**src/rtl/epp_port_seq.sv**
```systemverilog
module epp_port_seq #(
  parameter int TW      = 8,
  parameter int TMO_RST = 32
) (
  input  logic         clk,
  input  logic         rst_n,
  input  logic [2:0]   hst_addr,
  input  logic         hst_rd,
  input  logic         hst_wr,
  input  logic [7:0]   hst_wdata,
  output logic [7:0]   hst_rdata,
  output logic         hst_ack,
  input  logic [7:0]   per_din,
  output logic [7:0]   per_dout,
  output logic         per_doe,
  input  logic         per_wait,
  output logic         asel_n,
  output logic         dsel_n,
  output logic         wstb_n,
  output logic         pdir
);
  localparam logic [2:0] A_CTL = 3'd0, A_STS = 3'd1, A_MODE = 3'd2,
                         A_ADR = 3'd3, A_DAT = 3'd4, A_TMO = 3'd5;
  localparam logic [2:0] M_CFG = 3'b001, M_EPP = 3'b100;

  logic [2:0]    mode_q;
  logic [4:0]    ctl_q;
  logic          dir_q, tmo_q, busy_q, cyc_rd_q, cyc_adr_q, ack_q;
  logic [TW-1:0] lim_q, cnt_q;
  logic [7:0]    dout_q, rdata_q, reg_rd;

  wire forced  = (mode_q == 3'b000) || (mode_q == 3'b010);
  wire dir_eff = dir_q & ~forced;
  wire acc     = (hst_rd | hst_wr) & ~busy_q;
  wire is_port = (hst_addr == A_ADR) || (hst_addr == A_DAT);
  wire epp_hit = acc & is_port & (mode_q == M_EPP);

  always_comb begin
    case (hst_addr)
      A_CTL:   reg_rd = {2'b00, dir_eff, ctl_q};
      A_STS:   reg_rd = {7'd0, tmo_q};
      A_MODE:  reg_rd = {5'd0, mode_q};
      A_TMO:   reg_rd = 8'(lim_q);
      default: reg_rd = 8'd0;
    endcase
  end

  always_ff @(posedge clk or negedge rst_n) begin
    if (!rst_n) begin
      mode_q <= '0; ctl_q <= '0; dir_q <= 1'b0; tmo_q <= 1'b0;
      busy_q <= 1'b0; cyc_rd_q <= 1'b0; cyc_adr_q <= 1'b0; ack_q <= 1'b0;
      lim_q <= TW'(TMO_RST); cnt_q <= '0; dout_q <= '0; rdata_q <= '0;
    end else begin
      ack_q <= 1'b0;
      if (forced) dir_q <= 1'b0;
      if (acc && !epp_hit) begin
        ack_q <= 1'b1;
        if (hst_rd) rdata_q <= reg_rd;
        if (hst_wr) begin
          case (hst_addr)
            A_CTL: begin
              ctl_q <= hst_wdata[4:0];
              if (mode_q == M_CFG) dir_q <= hst_wdata[5];
            end
            A_STS:   if (hst_wdata[0]) tmo_q <= 1'b0;
            A_MODE:  mode_q <= hst_wdata[2:0];
            A_TMO:   lim_q <= hst_wdata[TW-1:0];
            default: ;
          endcase
        end
      end
      if (epp_hit) begin
        busy_q    <= 1'b1;
        cyc_rd_q  <= hst_rd;
        cyc_adr_q <= (hst_addr == A_ADR);
        dout_q    <= hst_wdata;
        cnt_q     <= '0;
      end
      if (busy_q) begin
        if (per_wait) begin
          busy_q <= 1'b0;
          ack_q  <= 1'b1;
          if (cyc_rd_q) rdata_q <= per_din;
        end else if (cnt_q == lim_q) begin
          busy_q <= 1'b0;
          ack_q  <= 1'b1;
          tmo_q  <= 1'b1;
          if (cyc_rd_q) rdata_q <= 8'hFF;
        end else begin
          cnt_q <= cnt_q + 1'b1;
        end
      end
    end
  end

  assign hst_ack   = ack_q;
  assign hst_rdata = rdata_q;
  assign per_dout  = dout_q;
  assign per_doe   = busy_q & ~cyc_rd_q;
  assign asel_n    = ~(busy_q & cyc_adr_q);
  assign dsel_n    = ~(busy_q & ~cyc_adr_q);
  assign wstb_n    = ~(busy_q & ~cyc_rd_q & ~dir_eff);
  assign pdir      = busy_q ? cyc_rd_q : dir_eff;

  AST_ONE_SELECT: assert property (@(posedge clk) disable iff (!rst_n)
    !(!asel_n && !dsel_n));
  AST_DIR_FORCED: assert property (@(posedge clk) disable iff (!rst_n)
    forced |=> !dir_q);
  AST_DIR_HOLD: assert property (@(posedge clk) disable iff (!rst_n)
    (mode_q != M_CFG && !forced) |=> $stable(dir_q));
  AST_STB_ONLY_WR: assert property (@(posedge clk) disable iff (!rst_n)
    !wstb_n |-> (per_doe && !pdir));
  AST_RD_NO_DRIVE: assert property (@(posedge clk) disable iff (!rst_n)
    (pdir && (!asel_n || !dsel_n)) |-> !per_doe);
  AST_TMO_CAUSE: assert property (@(posedge clk) disable iff (!rst_n)
    $rose(tmo_q) |-> $past(busy_q && !per_wait));
  AST_BUSY_NO_ACK: assert property (@(posedge clk) disable iff (!rst_n)
    ((!asel_n || !dsel_n) && !per_wait && cnt_q != lim_q) |=> !hst_ack);
endmodule

```
**config.mk**
```make
export PLATFORM = sky130hd
export DESIGN_NAME = epp_port_seq
export DESIGN_NICKNAME = d
export VERILOG_FILES = /design/src/rtl/epp_port_seq.sv
export SDC_FILE = /design/constraint.sdc
export NUM_CORES = 1
export LEC_CHECK = 0
export BUFFER_PORTS_ARGS = -buffer_cell sky130_fd_sc_hd__buf_2
export CORE_MARGIN = 8
export CORE_UTILIZATION = 49
export DETAILED_ROUTE_END_ITERATION = 8
export GPL_ROUTABILITY_DRIVEN = 0
export PLACE_DENSITY = 0.76
export SETUP_SLACK_MARGIN = 0.05
export SLEW_MARGIN = 20
export SYNTH_ARGS = -nofsm -noshare
export SYNTH_HDL_FRONTEND = slang
export SYNTH_SLANG_ARGS = --single-unit
```
**constraint.sdc**
```tcl
create_clock -name clk -period 1.6 [get_ports clk]
set_input_delay 0.16 -clock clk [delete_from_list [all_inputs] [get_ports clk]]
set_output_delay 0.16 -clock clk [all_outputs]
set_load 0.02 [all_outputs]
```
==> flow_summary.json <==
{
  "core_sq_mm": 0.00469,
  "num_vias": 2016,
  "layout_common_cells": "46 x buf_2, 45 x dfrtp_1, 30 x buf_4",
  "remaining_drc_errors": 0,
  "cp.required_ns": 1.82,
  "routed_wl_microns": 6240,
  "area_growth_syn_to_layout_pct": 36.0,
  "floorplan.die_area_sq_mm": 0.00735,
  "synth_cells": 218,
  "port_buffers": 45,
  "worstHoldPathCells": 3,
  "vias_per_cell": 5.68,
  "cp.arrival_ns": 1.93,
  "crit_type": "reg -> reg",
  "powerDensity_mw_per_mm2": 1240,
  "fillers": 341,
  "track_usage_pct": 17.3,
  "ir_worst_vdd_v": 0.000745,
  "worst_pin_slew_ns": 0.518,
  "r2r_slack_ns": -0.11,
  "final_area_sq_mm": 0.00324,
  "hold_class": "in -> reg",
  "fin_setup_tns_ns": -1.23,
  "layout_setup_ws_ns": -0.109,
  "synth-edff-count": 0,
  "clkTransAtPathRegs_ns": 0.08,
  "setup_viol": 21,
  "grt_pass1_vias": 2007,
  "clock_path_buffers": 2,
  "worst_r2r_path_depth": 5,
  "synthArstFlopShare_pct": 100,
  "die_y_microns": 85.7,
  "period_share_pct": 107,
  "multiInputGateArea_sq_mm": 0.00134,
  "fin_crit_ns": 1.71,
  "antenna_found_initial": 0,
  "wire_per_inst_microns": 17.6,
  "fin_util_pct": 69.0,
  "first_pass_iters": 4,
  "postRouteAntennaNets": 0,
  "diodes": 0,
  "fin_nets": 325,
  "startpoint_type": "register",
  "drv_cap": 0,
  "syn-cell-area_sq_mm": 0.00238,
  "place_area_sq_mm": 0.00293,
  "cts_root_buf": "clkbuf_8",
  "yosysWarnings": 0,
  "clock_latency_ns": 0.30,
  "synth_cell_types": 46,
  "ioPinCount": 46,
  "p_leak_nw": 1.51,
  "synth-seq-cells": 46,
  "synthFlopType": "dfrtp_1",
  "critPathMaxFanout": 6,
  "seq_area_sq_mm": 0.00115,
  "worstSetupEndpointType": "register",
  "clock-sinks": 46,
  "fmax_mhz": 585,
  "yosysSeqAreaShare_pct": 48.4,
  "violations": "setup timing",
  "synth_nets": 243,
  "htree_levels": 2,
  "p_total_mw": 4.02,
  "drive_gt1_share_pct": 49.8,
  "die_w_microns": 85.7,
  "grt_pass1_wl_microns": 10100,
  "outcome": "finished with violations",
  "finClkSkew_ns": 0.00638,
  "grt_max_degree": 27,
  "syn_area_per_cell_sq_um": 10.9,
  "rsz0062_at_grt": "true",
  "start_util_pct": 50.8,
  "layout_commonest_cell": "buf_2",
  "hpwl_microns": 4570,
  "final_hold_viol_count": 0,
  "num_rows": 25,
  "place_ws_ns": -0.128,
  "cts_made_buffers": 5,
  "tritoncts": "yes",
  "drt_iter0_markers": 206,
  "slew_headroom_pct": 65.4,
  "grt-ovfl-total": 0,
  "slew_viol_final": 0
}
worst paths after layout:
check / start / endpoint
worst min register to register: ctl_q[0] / ctl_q[0]
worst max-delay path: lim_q[1] / cnt_q[2]
min in group asynchronous: rst_n / hst_rdata[1]
worst min-delay path: per_din[6] / hst_rdata[6]
worst max register to register: lim_q[1] / cnt_q[2]
max in group asynchronous: rst_n / lim_q[5]
timing repair:
item / CTS / global route
resized for setup: 10 / 27
pin swaps: 4 / 12
gates cloned: 0 / 1
endpoints found under the setup margin: 29 / 32
buffers inserted: 2 / 2
hold endpoints to repair: 20 / 0
hold buffers: 1 / 0
state kept, by name, indices dropped and copies added, names as in the netlist, 3 cells and up:
signal	cells
lim_q	8
cnt_q	8
hst_rdata	8
ctl_q	5
mode_q	3
per_dout	8
stage by stage:
stage               cells  hold slack (ns)
finish                355           0.0793
global route          355           0.0925
CTS                   354           0.0501
detailed placement    343            0.162
global placement      343            0.155
floorplan             218           -0.136
power breakdown:
part / switching [mW] / internal (mW)
combinational: 0.768 / 0.730
sequential: 0.212 / 1.45
clock: 0.401 / 0.460
critical path: stages, from the launching register on:
cell and delay, ns:
dfrtp_1 0.41, xor2_2 0.19, or4_4 0.55, o21ai_4 0.21
a21oi_1 0.10, mux2i_1 0.16
metal layers:
| layer | global-route usage (%) | wire length, microns | vias to the layer above |
|---|---|---|---|
| met5 | 0 | 0 | - |
| met4 | 5.25 | 112 | 0 |
| met3 | 5.16 | 504 | 10 |
| met2 | 26.9 | 2830 | 78 |
| met1 | 22.5 | 2790 | 970 |
| li1 | - | - | 958 |
cells in the mapped netlist (all sizes together), types with 2 or more instances:
cell	number	area [sq um]
dfrtp	45	1130
xnor2	6	52.6
mux2i	9	90.1
nor2b	4	25.0
and3	4	25.0
or2	2	12.5
clkbuf	2	7.51
o21ai	7	38.8
xor2	4	35.0
o211ai	2	15.0
a211oi	5	37.5
o31ai	2	15.0
a21oi	5	36.3
nand2	29	109
nand3b	2	15.0
buf	7	43.8
o41ai	2	17.5
nand2b	7	43.8
a22o	5	43.8
nand3	8	40.0
inv	4	15.0
mux2	26	293
nor2	8	30.0
or4	2	15.0
nand4	6	43.8
cell type report:
| class | count | area share, % |
|---|---|---|
| Tap cell | 54 | 2.09 |
| Inverter | 4 | 0.463 |
| Multi-Input combinational cell | 159 | 41.4 |
| Clock inverter | 3 | 1.24 |
| Clock buffer | 5 | 2.12 |
| Sequential cell | 46 | 35.6 |
| Timing Repair Buffer | 84 | 17.1 |
kinds of logic (layout without fill, tap and decap cells):
family / after synthesis / count (layout) / share of synthesized area (%)
AOI/OAI and AO/OA: 34 / 34 / 11.0
xor gates and xnor gates: 10 / 10 / 3.68
adders and majority gates: 1 / 1 / 0.525
buffers and inverters: 13 / 96 / 2.78
DFF: 46 / 46 / 48.4
muxes: 35 / 35 / 16.1
and+or+nand+nor: 79 / 79 / 17.6
Note: power is estimated with default switching activity, not from simulation.
